[src/rtl/burst_col_pkg.sv]
package burst_col_pkg;

  // Length codes on cmdLen
  localparam logic [2:0] LEN_1    = 3'd0;
  localparam logic [2:0] LEN_2    = 3'd1;
  localparam logic [2:0] LEN_4    = 3'd2;
  localparam logic [2:0] LEN_8    = 3'd3;
  localparam logic [2:0] LEN_PAGE = 3'd7;

  // Strobes from control to datapath
  typedef struct packed {
    logic load;   // capture a new command, beat count to zero
    logic step;   // advance to the next beat
  } bcgStrobe_t;

endpackage

[src/rtl/bcg_datapath.sv]
module bcg_datapath
  import burst_col_pkg::*;
#(
  parameter int COL_W = 8
) (
  input  logic             clk,
  input  logic             rstN,
  input  bcgStrobe_t       strobe,
  input  logic [COL_W-1:0] cmdCol,
  input  logic [2:0]       cmdLen,
  input  logic             cmdInterleave,
  output logic [COL_W-1:0] colOut,
  output logic             endOfBurst
);

  logic [COL_W-1:0] startCol;
  logic [COL_W-1:0] beatCnt;
  logic [COL_W-1:0] wrapMask;
  logic             fullPage;
  logic             ilvMode;

  logic [COL_W-1:0] loadMask;
  logic             loadFull;

  // Decode length code into a mask over the wrapping bits
  always_comb begin
    loadFull = (cmdLen == LEN_PAGE);
    unique case (cmdLen)
      LEN_2:    loadMask = COL_W'(1);
      LEN_4:    loadMask = COL_W'(3);
      LEN_8:    loadMask = COL_W'(7);
      LEN_PAGE: loadMask = '1;
      default:  loadMask = '0;
    endcase
  end

  always_ff @(posedge clk) begin
    if (!rstN) begin
      startCol <= '0;
      beatCnt  <= '0;
      wrapMask <= '0;
      fullPage <= 1'b0;
      ilvMode  <= 1'b0;
    end else if (strobe.load) begin
      startCol <= cmdCol;
      beatCnt  <= '0;
      wrapMask <= loadMask;
      fullPage <= loadFull;
      ilvMode  <= cmdInterleave & ~loadFull;
    end else if (strobe.step) begin
      beatCnt  <= beatCnt + 1'b1;
    end
  end

  logic [COL_W-1:0] lowSeq;
  logic [COL_W-1:0] lowIlv;

  always_comb begin
    lowSeq     = (startCol + beatCnt) & wrapMask;
    lowIlv     = (startCol ^ beatCnt) & wrapMask;
    colOut     = (startCol & ~wrapMask) | (ilvMode ? lowIlv : lowSeq);
    endOfBurst = !fullPage && (beatCnt == wrapMask);
  end

  // New command restarts from its own column
  assert_restart_col_R2: assert property (@(posedge clk) disable iff (!rstN)
    strobe.load |=> colOut == $past(cmdCol));

  // Bits above the wrap window never move during a burst
  assert_upper_fixed_R4: assert property (@(posedge clk) disable iff (!rstN)
    (strobe.step && !strobe.load && !fullPage) |=>
      ((colOut ^ $past(colOut)) & ~wrapMask) == '0);

  // Full page walks up by one and rolls over
  assert_page_increment_R6: assert property (@(posedge clk) disable iff (!rstN)
    (strobe.step && !strobe.load && fullPage) |=>
      colOut == COL_W'($past(colOut) + 1'b1));

endmodule

[src/rtl/bcg_ctrl.sv]
module bcg_ctrl
  import burst_col_pkg::*;
(
  input  logic       clk,
  input  logic       rstN,
  input  logic       cmdValid,
  input  logic       termIn,
  input  logic       endOfBurst,
  output bcgStrobe_t strobe,
  output logic       colValid
);

  logic active;

  always_comb begin
    strobe.load = cmdValid;
    strobe.step = active & ~cmdValid & ~termIn & ~endOfBurst;
  end

  always_ff @(posedge clk) begin
    if (!rstN)              active <= 1'b0;
    else if (cmdValid)      active <= 1'b1;
    else if (termIn)        active <= 1'b0;
    else if (endOfBurst)    active <= 1'b0;
  end

  assign colValid = active;

  assert_cmd_starts_R2: assert property (@(posedge clk) disable iff (!rstN)
    cmdValid |=> colValid);

  assert_term_stops_R7: assert property (@(posedge clk) disable iff (!rstN)
    (termIn && !cmdValid) |=> !colValid);

  assert_idle_after_last_R3: assert property (@(posedge clk) disable iff (!rstN)
    (colValid && endOfBurst && !cmdValid) |=> !colValid);

endmodule

[src/rtl/burst_col_gen.sv]
module burst_col_gen
  import burst_col_pkg::*;
#(
  parameter int COL_W = 8
) (
  input  logic             clk,
  input  logic             rstN,
  input  logic             cmdValid,
  input  logic [COL_W-1:0] cmdCol,
  input  logic [2:0]       cmdLen,
  input  logic             cmdInterleave,
  input  logic             termIn,
  output logic [COL_W-1:0] colOut,
  output logic             colValid
);

  bcgStrobe_t strobe;
  logic       endOfBurst;

  bcg_ctrl u_ctrl (
    .clk        (clk),
    .rstN       (rstN),
    .cmdValid   (cmdValid),
    .termIn     (termIn),
    .endOfBurst (endOfBurst),
    .strobe     (strobe),
    .colValid   (colValid)
  );

  bcg_datapath #(.COL_W(COL_W)) u_dp (
    .clk           (clk),
    .rstN          (rstN),
    .strobe        (strobe),
    .cmdCol        (cmdCol),
    .cmdLen        (cmdLen),
    .cmdInterleave (cmdInterleave),
    .colOut        (colOut),
    .endOfBurst    (endOfBurst)
  );

endmodule

[config.mk]
export PLATFORM = sky130hd
export DESIGN_NAME = burst_col_gen
export DESIGN_NICKNAME = d
export VERILOG_FILES = /design/src/rtl/burst_col_pkg.sv /design/src/rtl/bcg_datapath.sv /design/src/rtl/bcg_ctrl.sv /design/src/rtl/burst_col_gen.sv
export SDC_FILE = /design/constraint.sdc
export NUM_CORES = 1
export LEC_CHECK = 0
export BUFFER_PORTS_ARGS = -buffer_cell sky130_fd_sc_hd__buf_2
export CORE_MARGIN = 8
export CORE_UTILIZATION = 35
export CTS_CLUSTER_DIAMETER = 120
export DETAILED_ROUTE_END_ITERATION = 6
export SYNTH_ARGS = -nofsm -noshare
export SYNTH_HDL_FRONTEND = slang
export SYNTH_SLANG_ARGS = --single-unit
[constraint.sdc]
create_clock -name clk -period 3 [get_ports clk]
set_input_delay 0.3 -clock clk [delete_from_list [all_inputs] [get_ports clk]]
set_output_delay 0.3 -clock clk [all_outputs]
set_load 0.02 [all_outputs]
After elaboration in Yosys (flattened, before gate mapping). Index checks and enable logic that the tools add are counted. Widths: inputs -> output; s select.

Register bits after elaboration: 27. Output and inout port bits: 9. Logic and storage cells: 37.

Add/subtract/negate cells: 2. Equality and inequality tests: 5. Muxes and demuxes: 5. Bitwise logic cells: 15. Reductions and logical operators: 4.

Operators with widths (number): $pmux 8 s4 (1); $and 8x8->8 (3); $add 8x1->8 const B (1); $add 8x8->8 (1); $eq 8x8->1 (1); $mux 8 (1); $not 8->8 (1); $or 8x8->8 (1); $xor 8x8->8 (1); $eq 3x2->1 const B (2); $not 1->1 (5); $and 1x1->1 (4); $eq 3x1->1 const B (1); $eq 3x3->1 const B (1); $mux 1 (3); $reduce_bool 3->1 (1); $reduce_or 2->1 (1); $logic_and 1x1->1 (1); $logic_not 1->1 (1).

Logic depth before layout (Yosys ltp).
Depth after elaboration: 5. Mapped depth: 8. Depth with buffers taken out: 8.

Cells and area by module. A second synthesis with hierarchy kept.

Cells, all modules: 163. Area total of the unflattened synthesis: 1378.8 um^2.

Modules (own cells, without submodules): bcg_datapath (times used 1, cells each 158, area an instance 1325.0 um^2, sequential area each 420.4 um^2); bcg_ctrl (times used 1, cells each 5, area an instance 53.8 um^2, sequential area each 20.0 um^2).

Worst setup path after synthesis. No wires, ideal clock.

Kind: register to output. From: reg u_dp.beatCnt[0]. To: out colOut[6]. Arrival: 1.858 ns. Data required time: 2.700 ns. Path slack: 0.842 ns. Cell stages (with the launch flop): 9. Path through: dfxtp_1 > ha_1 > inv_1 > fa_1 > nor2b_1 > o21ai_1 > a211oi_1 > o21ai_0 > a31o_2.

Word-level cells in the longest chain between the ends: 4.

RTL lines: start, declared (RTL line bcg_datapath.sv:17) `logic [COL_W-1:0] beatCnt;`; start signal, assigned (RTL line bcg_datapath.sv:51) `beatCnt <= beatCnt + 1'b1;`; $add 8x8->8 (RTL line bcg_datapath.sv:59) `lowSeq = (startCol + beatCnt) & wrapMask;`; $and 8x8->8 (RTL line bcg_datapath.sv:59); $mux 8 (RTL line bcg_datapath.sv:61) `colOut = (startCol & ~wrapMask) | (ilvMode ? lowIlv : lowSeq);`; $or 8x8->8 (RTL line bcg_datapath.sv:61); end, declared (RTL line burst_col_gen.sv:13) `output logic [COL_W-1:0] colOut,`.

Every way passes these cells.

Worst setup path in the final report. Same ends and word-level chain as after synthesis.

==> flow_metrics.py <==
metrics = {
    "sta": {
        "fmax_mhz": 353,
        "finalHoldViolCount": 0,
        "setup_viol": 0,
        "final.setup.tns_ns": 0,
        "finClkSkew_ns": 0.00263,
        "slew_headroom_pct": 73.1,
        "finalCritPeriodShare_pct": 94.4,
        "worst_slew_pin_slew_ns": 0.403,
        "rsz0062_at_grt": "false",
        "period_needed_ns": 2.83,
        "slew_violations": 0,
        "holdWs_ns": 0.300,
    },
    "setup_path": {
        "critPathLaunch": "u_dp.beatCnt[0]",
        "critPathMaxFanout": 6,
        "reg2reg_to": "u_dp.beatCnt[1]",
        "crit_type": "reg -> out",
        "ff2ff_setup_slack_ns": 1.54,
        "crit_path_end_kind": "primary output",
        "crit_arrival_ns": 2.53,
        "startpoint_type": "flip-flop",
        "worstRegToRegCells": 5,
        "r2r_start": "u_dp.beatCnt[2]",
        "cp.required_ns": 2.70,
    },
    "clocking": {
        "cts_resized": 0,
        "clk_pin_slew_ns": 0.08,
        "clock_latency_ns": 0.26,
        "hold_buffers": 0,
        "cts_made_buffers": 3,
        "cts-root-buf": "clkbuf_8",
        "cts_setup_buffers": 0,
        "h-tree-depth": 1,
        "cts_buffer_depth": 2,
        "clock-sinks": 22,
        "cts_tree": "done",
    },
    "status": {
        "status": "finished clean",
    },
    "power": {
        "vdd_drop_max_v": 0.000249,
        "p_clk_share_pct": 30.6,
        "comb_power_share_pct": 15.5,
        "power.total_uw": 583,
        "switching_share_pct": 25.9,
        "cellPowerDensity_nw_per_um2": 373,
        "p_int_uw": 432,
        "p_switching_uw": 151,
        "p_leak_nw": 0.662,
        "p_seq_share_pct": 54.0,
    },
    "min_path": {
        "hold_depth": 3,
        "holdPathEnd": "u_dp.startCol[4]",
        "hp-class": "in -> reg",
        "min_from": "cmdCol[4]",
    },
    "layout": {
        "final_util_pct": 42.0,
        "final_cell_mix": "buf_2, dfxtp_1, nor2_1, nand2_1, nor2b_1",
        "stdcell_count": 231,
        "final_common_cell": "buf_2",
        "n_antenna_cell": 0,
        "fin_nets": 210,
        "drive_gt1_share_pct": 18.0,
        "syn_to_final_growth_pct": 13.9,
    },
    "placed_design": {
        "place.gp.congestion": 0.833,
        "dp_cells": 228,
        "hpwl_mm": 2.53,
        "portBuffers": 24,
    },
    "synthesis": {
        "syn_area_per_cell_um2": 8.52,
        "synth-seq-area-share_pct": 32.1,
        "yosys_warnings": 0,
        "syn_area_um2": 1370,
        "synth_nets": 186,
        "syn-instance-count": 161,
        "synth_cell_types": 37,
        "ys_ff_latch": 22,
    },
    "floorplan": {
        "start_util_pct": 36.9,
        "die_h_um": 78.6,
        "ios": 25,
        "coreArea_um2": 3720,
        "row_count": 22,
        "die_area_um2": 6180,
        "chipWidth_um": 78.6,
    },
    "route": {
        "vias": 1199,
        "drt_iter0_markers": 66,
        "vias_per_cell": 5.19,
        "drt-total-wl_mm": 3.13,
        "drc": 0,
        "post_drt_wl_per_cell_um": 13.6,
        "firstDrtPassIters": 4,
        "final_antenna_net_count": 0,
    },
    "flow_run": {
        "maxCapViolCount": 0,
    },
    "global_routing": {
        "antenna_found_initial": 0,
        "grt_overflow_total": 0,
        "grt_pass1_vias": 1267,
        "grt.total_usage_pct": 10.6,
        "grt_pass1_wl_mm": 5.48,
        "grt_max_degree": 16,
    },
}
layout make-up:
type | instances | area, um^2
Sequential cell | 22 | 440
Fill cell | 381 | 2150
Clock buffer | 3 | 41.3
Timing Repair Buffer | 24 | 120
Tap cell | 48 | 60.1
Multi-Input combinational cell | 125 | 866
Inverter | 9 | 33.8
cell families after synthesis:
family	count (synthesis)	synth area share (%)
simple gates	58	22.5
compound gates	35	16.1
flops	22	32.1
buf+inv	14	4.74
xor+xnor	13	8.30
mux	10	7.39
fa+ha+maj	9	8.76
registers in the layout, summed over array words and instances, names as in the netlist:
signal / cells
u_dp.beatCnt: 8
u_dp.startCol: 8
u_dp.wrapMask: 3
u_ctrl.colValid: 1
u_dp.fullPage: 1
u_dp.ilvMode: 1
worst max-delay path, cell delays in order (launching register included):
cell      delay, ns
dfxtp_1        0.47
ha_1           0.25
inv_1          0.07
fa_1           0.37
nor2b_1        0.13
o21ai_1        0.08
a211oi_1       0.36
o21ai_0        0.15
a31o_2         0.25
buf_2          0.15
worst max path at each step:
stage                     end  slack, ns  cells past startpoint
floorplan           colOut[6]       0.84                      8
global placement    colOut[6]       0.63                      9
detailed placement  colOut[6]       0.54                      9
CTS                 colOut[6]       0.24                      9
global route        colOut[6]      0.002                      9
finish              colOut[6]       0.17                      9
layer usage:
layer | vias up | global-route usage (%) | share of wire, %
met1 | 556 | 11.6 | 45
met4 | 0 | 4.44 | 1.9
met2 | 27 | 19.0 | 51
met5 | - | 0 | 0
met3 | 6 | 2.51 | 2.4
li1 | 610 | - | -
power groups by stage:
stage / clock network [mW] / logic, mW / registers (mW)
2_1_floorplan: 0 / 0.0651 / 0.317
4_1_cts: 0.186 / 0.0913 / 0.314
5_1_grt: 0.200 / 0.0990 / 0.316
3_3_place_gp: 0 / 0.0882 / 0.321
6_report: 0.178 / 0.0900 / 0.314
3_5_place_dp: 0 / 0.0911 / 0.322
per-stage QoR:
| stage | area, um^2 | setup WS, ns |
|---|---|---|
| floorplan | 1370 | 0.842 |
| global placement | 1520 | 0.632 |
| detailed placement | 1520 | 0.536 |
| CTS | 1560 | 0.239 |
| global route | 1560 | 0.00228 |
| finish | 1560 | 0.167 |
Yosys cell counts:
cell type	instances	share of area (%)
dfxtp_1	22	32
nor2_1	15	4.1
nand2_1	12	3.3
nor2b_1	10	4.6
inv_1	9	2.5
mux2i_1	9	6.6
o21ai_0	9	3.3
ha_1	8	7.3
a21oi_1	7	2.6
xnor2_1	7	4.5
xor2_1	6	3.8
nand3_1	5	1.8
a21boi_0	4	2.2
a211oi_1	3	1.6
nand3b_1	3	1.6
nand4_1	3	1.4
a21o_1	2	1.1
a31oi_1	2	0.91
buf_2	2	0.73
clkbuf_1	2	0.55
nor4_1	2	0.91
o211ai_1	2	1.1
o21bai_1	2	1.1
or3_1	2	0.91
a31o_2	1	0.64
and2_1	1	0.46
and3_1	1	0.46
and3_2	1	0.55
clkbuf_8	1	1.0
fa_1	1	1.5
mux2_2	1	0.82
nand3_2	1	0.73
nor3_1	1	0.36
nor3b_4	1	1.4
o21ai_1	1	0.36
o21ai_2	1	0.64
o221ai_1	1	0.64
No activity file was read; power rests on OpenSTA's default activity.
